File: src/rtl/smt_pkg.sv
package smt_pkg;
  typedef enum logic [3:0] {
    ST_IDLE,
    ST_ADDR,
    ST_ADDR_DEC,
    ST_ADDR_ACK,
    ST_RX,
    ST_RX_DEC,
    ST_RX_ACK,
    ST_TX,
    ST_TX_ACK,
    ST_TX_NXT,
    ST_HOLD
  } link_state_e;
endpackage

File: src/rtl/smt_line_sync.sv
module smt_line_sync #(
  parameter int STAGES = 2
) (
  input  logic clk,
  input  logic rst_n,
  input  logic scl_i,
  input  logic sda_i,
  output logic sda_s,
  output logic scl_s,
  output logic scl_rise,
  output logic scl_fall,
  output logic start_ev,
  output logic stop_ev
);
  logic [STAGES-1:0] scl_pipe_q, sda_pipe_q;
  logic              scl_d_q, sda_d_q;

  always_ff @(posedge clk or negedge rst_n) begin
    if (!rst_n) begin
      scl_pipe_q <= '1;
      sda_pipe_q <= '1;
      scl_d_q    <= 1'b1;
      sda_d_q    <= 1'b1;
    end else begin
      scl_pipe_q <= {scl_pipe_q[STAGES-2:0], scl_i};
      sda_pipe_q <= {sda_pipe_q[STAGES-2:0], sda_i};
      scl_d_q    <= scl_pipe_q[STAGES-1];
      sda_d_q    <= sda_pipe_q[STAGES-1];
    end
  end

  always_comb begin
    scl_s    = scl_pipe_q[STAGES-1];
    sda_s    = sda_pipe_q[STAGES-1];
    scl_rise = scl_s & ~scl_d_q;
    scl_fall = ~scl_s & scl_d_q;
    start_ev = scl_s & scl_d_q & sda_d_q & ~sda_s;
    stop_ev  = scl_s & scl_d_q & ~sda_d_q & sda_s;
  end
endmodule

File: src/rtl/smt_regfile.sv
module smt_regfile #(
  parameter int AW = 8
) (
  input  logic          clk,
  input  logic          rst_n,
  input  logic          wr_en,
  input  logic [AW-1:0] wr_addr,
  input  logic [7:0]    wr_data,
  input  logic [AW-1:0] rd_addr,
  output logic [7:0]    rd_data
);
  localparam int DEPTH = 1 << AW;

  logic [7:0] mem_q [DEPTH];

  always_ff @(posedge clk or negedge rst_n) begin
    if (!rst_n) begin
      for (int i = 0; i < DEPTH; i++) mem_q[i] <= '0;
    end else if (wr_en) begin
      mem_q[wr_addr] <= wr_data;
    end
  end

  assign rd_data = mem_q[rd_addr];
endmodule

File: src/rtl/smt_engine.sv
module smt_engine
  import smt_pkg::*;
#(
  parameter int          AW       = 8,
  parameter logic [AW-1:0] BLK_BASE = 8'hC0,
  parameter int          BLK_MAX  = 32
) (
  input  logic          clk,
  input  logic          rst_n,
  input  logic [6:0]    own_addr,
  input  logic          sda_s,
  input  logic          scl_rise,
  input  logic          scl_fall,
  input  logic          start_ev,
  input  logic          stop_ev,
  input  logic [7:0]    rd_data,
  output logic [AW-1:0] rd_addr,
  output logic          wr_en,
  output logic [AW-1:0] wr_addr,
  output logic [7:0]    wr_data,
  output logic          sda_oe
);
  localparam int CW = $clog2(BLK_MAX + 1);

  link_state_e   state_q, state_n;
  logic [2:0]    bit_q, bit_n;
  logic [7:0]    rx_q, rx_n, tx_q, tx_n;
  logic [AW-1:0] cmd_q, cmd_n, ptr_q, ptr_n;
  logic          first_q, first_n, blk_q, blk_n, cntp_q, cntp_n, drv_q, drv_n;
  logic [CW-1:0] left_q, left_n;
  logic [7:0]    cnt_clamp;
  logic          ack;

  assign cnt_clamp = (rx_q > 8'(BLK_MAX)) ? 8'(BLK_MAX) : rx_q;

  always_comb begin
    state_n = state_q;  bit_n  = bit_q;   rx_n   = rx_q;   tx_n  = tx_q;
    cmd_n   = cmd_q;    ptr_n  = ptr_q;   first_n = first_q;
    blk_n   = blk_q;    cntp_n = cntp_q;  left_n = left_q; drv_n = drv_q;
    wr_en   = 1'b0;     wr_data = rx_q;   ack    = 1'b1;
    case (state_q)
      ST_ADDR, ST_RX: if (scl_rise) begin
        rx_n  = {rx_q[6:0], sda_s};
        bit_n = bit_q + 3'd1;
        if (bit_q == 3'd7) state_n = (state_q == ST_ADDR) ? ST_ADDR_DEC : ST_RX_DEC;
      end
      ST_ADDR_DEC: if (scl_fall) begin
        if (rx_q[7:1] == own_addr) begin
          drv_n   = 1'b1;
          state_n = ST_ADDR_ACK;
          if (rx_q[0]) ptr_n = cmd_q;
          else         first_n = 1'b1;
        end else begin
          state_n = ST_HOLD;
        end
      end
      ST_ADDR_ACK: if (scl_fall) begin
        bit_n = '0;
        if (rx_q[0]) begin
          tx_n = rd_data; drv_n = ~rd_data[7]; state_n = ST_TX;
        end else begin
          drv_n = 1'b0; state_n = ST_RX;
        end
      end
      ST_RX_DEC: if (scl_fall) begin
        if (first_q) begin
          cmd_n   = AW'(rx_q);
          ptr_n   = AW'(rx_q);
          first_n = 1'b0;
          blk_n   = (AW'(rx_q) >= BLK_BASE);
          cntp_n  = (AW'(rx_q) >= BLK_BASE);
        end else if (cntp_q) begin
          wr_en   = 1'b1;
          wr_data = cnt_clamp;
          left_n  = CW'(cnt_clamp);
          ptr_n   = ptr_q + AW'(1);
          cntp_n  = 1'b0;
        end else if (blk_q && left_q == '0) begin
          ack = 1'b0;
        end else begin
          wr_en = 1'b1;
          ptr_n = ptr_q + AW'(1);
          if (blk_q) left_n = left_q - CW'(1);
        end
        if (ack) begin drv_n = 1'b1; state_n = ST_RX_ACK; end
        else     state_n = ST_HOLD;
      end
      ST_RX_ACK: if (scl_fall) begin
        drv_n = 1'b0; bit_n = '0; state_n = ST_RX;
      end
      ST_TX: if (scl_fall) begin
        if (bit_q == 3'd7) begin
          drv_n = 1'b0; bit_n = '0; state_n = ST_TX_ACK;
        end else begin
          tx_n  = {tx_q[6:0], 1'b0};
          drv_n = ~tx_q[6];
          bit_n = bit_q + 3'd1;
        end
      end
      ST_TX_ACK: if (scl_rise) begin
        ptr_n   = ptr_q + AW'(1);
        state_n = sda_s ? ST_HOLD : ST_TX_NXT;
      end
      ST_TX_NXT: if (scl_fall) begin
        tx_n = rd_data; drv_n = ~rd_data[7]; bit_n = '0; state_n = ST_TX;
      end
      default: ;
    endcase
    if (stop_ev) begin
      state_n = ST_IDLE; drv_n = 1'b0;
    end else if (start_ev) begin
      state_n = ST_ADDR; bit_n = '0; drv_n = 1'b0; first_n = 1'b0;
    end
  end

  always_ff @(posedge clk or negedge rst_n) begin
    if (!rst_n) begin
      state_q <= ST_IDLE; bit_q <= '0; rx_q <= '0; tx_q <= '0;
      cmd_q <= '0; ptr_q <= '0; first_q <= 1'b0; blk_q <= 1'b0;
      cntp_q <= 1'b0; left_q <= '0; drv_q <= 1'b0;
    end else begin
      state_q <= state_n; bit_q <= bit_n; rx_q <= rx_n; tx_q <= tx_n;
      cmd_q <= cmd_n; ptr_q <= ptr_n; first_q <= first_n; blk_q <= blk_n;
      cntp_q <= cntp_n; left_q <= left_n; drv_q <= drv_n;
    end
  end

  assign rd_addr = ptr_q;
  assign wr_addr = ptr_q;
  assign sda_oe  = drv_q;
endmodule

File: src/rtl/smbus_target.sv
module smbus_target #(
  parameter int AW       = 8,
  parameter int BLK_BASE = 8'hC0,
  parameter int BLK_MAX  = 32,
  parameter int STAGES   = 2
) (
  input  logic       clk,
  input  logic       rst_n,
  input  logic [6:0] own_addr,
  input  logic       scl_i,
  input  logic       sda_i,
  output logic       sda_oe
);
  logic [1:0]    rst_pipe_q;
  logic          rst_int_n;
  logic          sda_s, scl_s, scl_rise, scl_fall, start_ev, stop_ev;
  logic          wr_en;
  logic [AW-1:0] wr_addr, rd_addr;
  logic [7:0]    wr_data, rd_data;

  always_ff @(posedge clk or negedge rst_n) begin
    if (!rst_n) rst_pipe_q <= '0;
    else        rst_pipe_q <= {rst_pipe_q[0], 1'b1};
  end
  assign rst_int_n = rst_pipe_q[1];

  smt_line_sync #(.STAGES(STAGES)) u_sync (
    .clk(clk), .rst_n(rst_int_n), .scl_i(scl_i), .sda_i(sda_i),
    .sda_s(sda_s), .scl_s(scl_s), .scl_rise(scl_rise), .scl_fall(scl_fall),
    .start_ev(start_ev), .stop_ev(stop_ev)
  );

  smt_engine #(.AW(AW), .BLK_BASE(AW'(BLK_BASE)), .BLK_MAX(BLK_MAX)) u_eng (
    .clk(clk), .rst_n(rst_int_n), .own_addr(own_addr), .sda_s(sda_s),
    .scl_rise(scl_rise), .scl_fall(scl_fall), .start_ev(start_ev),
    .stop_ev(stop_ev), .rd_data(rd_data), .rd_addr(rd_addr),
    .wr_en(wr_en), .wr_addr(wr_addr), .wr_data(wr_data), .sda_oe(sda_oe)
  );

  smt_regfile #(.AW(AW)) u_rf (
    .clk(clk), .rst_n(rst_int_n), .wr_en(wr_en), .wr_addr(wr_addr),
    .wr_data(wr_data), .rd_addr(rd_addr), .rd_data(rd_data)
  );
endmodule

File: config.mk
export PLATFORM = sky130hd
export DESIGN_NAME = smbus_target
export DESIGN_NICKNAME = d
export VERILOG_FILES = /design/src/rtl/smt_pkg.sv /design/src/rtl/smt_line_sync.sv /design/src/rtl/smt_regfile.sv /design/src/rtl/smt_engine.sv /design/src/rtl/smbus_target.sv
export SDC_FILE = /design/constraint.sdc
export NUM_CORES = 2
export LEC_CHECK = 0
export BUFFER_PORTS_ARGS = -buffer_cell sky130_fd_sc_hd__buf_2
export CORE_MARGIN = 2
export CORE_UTILIZATION = 52
export CTS_BUF_LIST = sky130_fd_sc_hd__clkbuf_2 sky130_fd_sc_hd__clkbuf_4 sky130_fd_sc_hd__clkbuf_8
export CTS_CLUSTER_SIZE = 25
export DETAILED_ROUTE_END_ITERATION = 16
export PLACE_DENSITY = 0.73
export SLEW_MARGIN = 20
export SYNTH_ARGS = -nofsm -noshare
export SYNTH_HDL_FRONTEND = slang
export SYNTH_SLANG_ARGS = --single-unit
File: constraint.sdc
create_clock -name clk -period 74.4 [get_ports clk]
set_clock_uncertainty 0.15 [all_clocks]
set_input_delay 3.72 -clock clk [delete_from_list [all_inputs] [get_ports clk]]
set_output_delay 3.72 -clock clk [all_outputs]
set_load 0.005 [all_outputs]
Word level (Yosys, flattened, before mapping)
Cells that the tools add are included.
W data, S select, Z words.

cells by class
  add/subtract/negate cells = 3
  $lt $le $gt $ge = 4
  equal/unequal tests = 35
  mux-type cells = 83
  bitwise logic cells = 15
  reduce and logical (&&, ||, !) cells = 18

operators with widths
  operator               number
  $bwmux W2048           1
  $mux W8                16
  $bmux W8 S8            1
  $demux W8 S8           1
  $mux W4                14
  $mux W7                5
  $ne A4 B4 Y1 const B   8
  $pmux W4 S8            1
  $mux W1                27
  $pmux W8 S3            1
  $mux W3                7
  $pmux W7 S3            1
  $mux W6                3
  $eq A4 B3 Y1 const B   4
  $ne A4 B3 Y1 const B   4
  $ne A2 B2 Y1 const B   7
  $reduce_and A11 Y1     1
  $reduce_bool A10 Y1    1
  $ge A9 B9 Y1 const B   1
  $lt A9 B1 Y1 const B   1
  $not A8 Y9             1
  $pmux W3 S3            1
  $reduce_and A9 Y1      1
  $add A8 B1 Y8 const B  1
  other kinds (28)       49

storage, ports and cells
  register bits after elaboration = 2104
  bits of input ports = 11
  output and inout bits = 1
  word-level logic and storage cells = 430

Longest topological paths before layout
  word-level depth = 12
  mapped depth = 16
  mapped depth without buffers = 9

Cells and area by module
A second synthesis with hierarchy kept.

unflattened totals
  cell total of the unflattened synthesis = 6424
  area total of the unflattened synthesis = 96842.9 µm²

by module, submodules not included
  module         instances  cells an instance  area each (µm²)  sequential area each (µm²)
  smt_regfile    1          6068               93414.6          51249.2
  smt_engine     1          343                3184.3           1201.2
  smt_line_sync  1          10                 190.2            157.7
  smbus_target   1          3                  53.8             50.0

Least setup slack after synthesis
No wires, ideal clock.

  path kind = input-to-reg
  start = input port own_addr[6]
  end = register u_eng.state_q[0]
  setup time = 0.087 ns
  data arrival time = 4.871 ns
  required time = 74.163 ns
  slack = 69.292 ns
  stages on the path = 7
  buffers on the path = 0
  cells stage by stage = xnor2_1 > nand3_1 > or2_2 > o21a_1 > nor3_1 > o221ai_1 > a22oi_1

on the way
  cells in the longest elaborated chain, start to end = 6

ends and longest elaborated chain
  item                  line               RTL
  start, declared       smbus_target.sv:9  input logic [6:0] own_addr,
  $eq A7 B7 Y1          smt_engine.sv:48   if (rx_q[7:1] == own_addr) begin
  $mux W4               smt_engine.sv:48
  $mux W4               smt_engine.sv:47   ST_ADDR_DEC: if (scl_fall) begin
  $pmux W4 S8           smt_engine.sv:41   case (state_q)
  $mux W4               smt_engine.sv:111  end else if (start_ev) begin
  $mux W4               smt_engine.sv:109  if (stop_ev) begin
  end signal, assigned  smt_engine.sv:122  state_q <= state_n; bit_q <= bit_n; rx_q <= rx_n; tx_q <= tx_n;
  end, declared         smt_engine.sv:25   link_state_e state_q, state_n;

Every way passes these cells. The select of a mux whose other input is x is not followed.
A chain may end at the register's enable or synchronous reset.

Final worst setup path
  start = register u_eng.ptr_q[1], in the netlist u_eng.rd_addr[1]
  end = register u_eng.tx_q[4]

on the way
  cells in the longest elaborated chain, start to end = 7
  elaborated cells on any way between the ends = 8
  classes of those cells = mux (7); bitwise (1)

ends and longest elaborated chain
  item                                             line               RTL
  start, declared                                  smt_engine.sv:28   logic [AW-1:0] cmd_q, cmd_n, ptr_q, ptr_n;
  start signal, assigned                           smt_engine.sv:123  cmd_q <= cmd_n; ptr_q <= ptr_n; first_q <= first_n; blk_q <= blk_n;
  $not A8 Y9 (implied by the code) (*)             smt_regfile.sv:24  assign rd_data = mem_q[rd_addr];
  $bmux W8 S8 (*)                                  smt_regfile.sv:24
  $mux W8 (implied by the code) (*) (2 in series)  smt_regfile.sv:24
  $mux W7                                          smt_engine.sv:59   if (rx_q[0]) begin
  $mux W7                                          smt_engine.sv:57   ST_ADDR_ACK: if (scl_fall) begin
  $pmux W7 S3 (*)                                  smt_engine.sv:41
  end signal, assigned                             smt_engine.sv:122
  end, declared                                    smt_engine.sv:27   logic [7:0] rx_q, rx_n, tx_q, tx_n;

Mark *: on every way between the ends. The rest lies on a longest branch, timed or not. The select of a mux whose other input is x is not followed.

==> run metrics <==
CTS tree=done; period utilisation layout=8.41%; logic gate share of total power=around 17%; required time worst endpoint=75.26 ns; root buffer cell=clkbuf_8; core area=178000 µm²; CP Capture Type=register; synthesized netlist cell count=just under 9000; part of the Yosys area used for sequential elements=56.7%; first-pass GRT wire length=slightly above 400000 µm; Setup CP Type=reg -> reg; filler cell count=14500; Internal Power=0.00186 W; Setup TNS Final=0 ns; net load switching power=approximately 0.00081 W; Tot GR Track Use=29.9%; antenna-violating nets left=0; Post-Syn Area=92800 µm²; max-slew violations=0; Layout area overhead=8.59%; DR vias/cell=6.21; final WL=269000 µm; FP Rows=155; cell taking the most area after synthesis=dfrtp_1; Clock Latency Late Sink=1.09 ns; EDFF count, synth=0; DIE HEIGHT=427 µm; dpl hpwl=167000 µm; ys flop type=dfrtp_1; I/O pin count=12; Post-synth ARST share=100%; max frequency=~0.16 GHz; Area contributors post-synth=dfrtp_1 (57%), mux4_2 (12%), o21ai_0 (11%); RSZ-0062 raised after global routing=false; TritonCTS Buffers=347; First-pass DRT Iterations=14; Seq pwr share=between 40% and 50%; htree depth=5; number of setup buffers added after CTS=0; CP arrival=slightly above 7 ns; Max-Cap Viols=0; synthesis-stage register bit count=2104; startpoint types=register; pwr/cell area=26.5 nW/µm²; Ys Warns=0; final setup vio count=0; Max VDD drop=29.2 µV; pin count of the biggest net entering global routing=between 150 and 200; DRC=3; top cells by count, synth=nand2_1 (2414), o21ai_0 (2116), dfrtp_1 (2098); Tmin final=approximately 6.3 ns; Worst Hold Class=reg -> reg; Leakage=about 43 nW; failing checks=design-rule violations; clock power share=around 40%; initial core utilization=52.2%; vias in the first global route=about 67000; initial antenna violation count=10; Vias=68100; clock slew seen by the registers of the worst setup and hold paths=roughly 0.06 ns; Yosys cell types=78; Slew @ Worst Pin=1.35 ns; synthesized area per cell=~11 µm²; port bufs=11; remaining global-route overflow=0; Die Area=roughly 180000 µm²; Fin. Hold Viols=0; count leader, synth=nand2_1; crit-path max FO=between 90 and 100; post-layout util=56.7%; run status=complete, but fails checks; Chip Width=427 µm; GP Congestion=~0.96; share of the synthesized area in the top cell type=56.6%; layout cells sized above 1=15.1%; Max-slew headroom=about a tenth; clock buffer depth=4; Starting DRT DRC Count=8395; Post-CTS Hold Fix Bufs=0; CTS resizes=0; routed len/inst=24.5 µm; clock sink total=2104; nets=8405; Syn Nets=8670; Switching Share=a little under a third
==> power groups by stage <==
stage | clock network [W] | registers, W | logic (W)
floorplan | 0 | 0.00120 | 0.000345
global placement | 0 | 0.00120 | 0.000435
detailed placement | 0 | 0.00120 | 0.000439
CTS | 0.00106 | 0.00118 | 0.000440
global route | 0.00111 | 0.00118 | 0.000473
finish | 0.00105 | 0.00118 | 0.000443
==> metal layers <==
| layer | GRT usage (%) | up-vias | part of all wire (%) |
|---|---|---|---|
| met5 | 0 | - | 0.066 |
| met4 | 16.8 | 16 | 6.0 |
| met3 | 8.35 | 838 | 10 |
| met2 | 44.0 | 3361 | 44 |
| met1 | 40.4 | 34200 | 39 |
| li1 | - | 29700 | - |
==> critical path, cell delays in order, from the launching register on <==
cell and delay, ns:
dfrtp_4 0.63, buf_4 0.40, buf_4 0.68, buf_4 0.68, buf_12 0.57, buf_4 0.70, mux4_2 0.41, mux4_2 0.48
mux2i_1 0.53, mux4_2 0.38, nor2_1 0.08, nor3_1 0.25, nor2_1 0.06
==> cell families (layout without fill, tap and decap cells) <==
logic type | Yosys count | in the layout | share of synthesized area, %
other | 1 | 10 | 0.00404
muxes | 688 | 688 | 14.4
xor gates and xnor gates | 9 | 9 | 0.0849
and+or+nand+nor | 2679 | 2679 | 11.3
AOI/OAI and AO/OA | 2397 | 2397 | 13.6
adders and majority gates | 9 | 9 | 0.119
buffers and inverters | 764 | 723 | 3.77
DFF | 2104 | 2104 | 56.7
==> layout by cell type, fill, tap and decap left out, types with 10 or more instances in the layout <==
cell type and count:
nand2_1 2407, o21ai_0 2115, dfrtp_1 2091, mux4_2 506, clkbuf_8 430, mux2i_1 141, buf_4 109, clkbuf_4 96
nor2_1 75, a21oi_1 62, a22oi_1 50, mux2_2 34, nand3_1 31, clkinv_2 30, nor3_1 25, a31oi_1 23
o22ai_1 21, nand4_1 16, and3_1 16, nor2b_1 15, a221oi_1 15, nand2b_1 14, o211ai_1 14, a211oi_1 13
inv_1 12, buf_2 11, a22o_1 10
==> cell type report <==
type | count | area [µm²] | share of cell area [%]
well taps | 2355 | 2950 | 2.92
inverters | 15 | 61.3 | 0.0608
diodes | 9 | 22.5 | 0.0223
repair buffers | 135 | 1120 | 1.11
clock inverters | 47 | 442 | 0.438
multi-input cells | 5783 | 36900 | 36.6
clock buffers | 526 | 6640 | 6.59
flip-flops and latches | 2104 | 52700 | 52.3
==> worst paths after layout <==
check / cells after the start / slack [ns] / endpoint / startpoint
max: 12 / 68.15 / u_eng.tx_q[4]$_DFFE_PN0P_ / u_eng.rd_addr[1]$_DFFE_PN0P_
min: 0 / 0.20 / rst_pipe_q[1]$_DFF_PN0_ / rst_pipe_q[0]$_DFF_PN0_
max reg2reg: 12 / 68.15 / u_eng.tx_q[4]$_DFFE_PN0P_ / u_eng.rd_addr[1]$_DFFE_PN0P_
min reg2reg: 0 / 0.20 / rst_pipe_q[1]$_DFF_PN0_ / rst_pipe_q[0]$_DFF_PN0_
max in group asynchronous: 4 / 69.67 / u_rf.mem_q[169]$_DFFE_PN0P_ / rst_pipe_q[1]$_DFF_PN0_
min in group asynchronous: 0 / 0.23 / u_rf.mem_q[1561]$_DFFE_PN0P_ / rst_pipe_q[1]$_DFF_PN0_
==> sequential cells by signal (all words and copies together), names as in the netlist <==
signal,flops
u_eng.rx_q,8
u_eng.first_q,1
u_sync.sda_pipe_q,2
u_eng.cmd_q,8
u_sync.sda_d_q,1
u_eng.left_q,6
rst_pipe_q,2
u_eng.blk_q,1
u_eng.state_q,4
u_eng.cntp_q,1
u_eng.bit_q,3
u_eng.rd_addr,8
u_eng.sda_oe,1
u_sync.scl_d_q,1
u_eng.tx_q,7
u_sync.scl_pipe_q,2
u_rf.mem_q,2048
==> through the flow <==
stage	instance area (µm²)	setup slack, ns	hold slack, ns	power (W)	instances
after global placement	93600	68.24	0.187	0.00163	10400
after global routing	101000	67.96	0.216	0.00276	11000
final	101000	68.15	0.197	0.00267	11000
after floorplan	92800	11.27	0.181	0.00154	8651
after detailed placement	93600	68.26	0.186	0.00164	10400
after CTS	101000	68.26	0.201	0.00267	11000
Note: power is estimated with default switching activity, not from simulation.
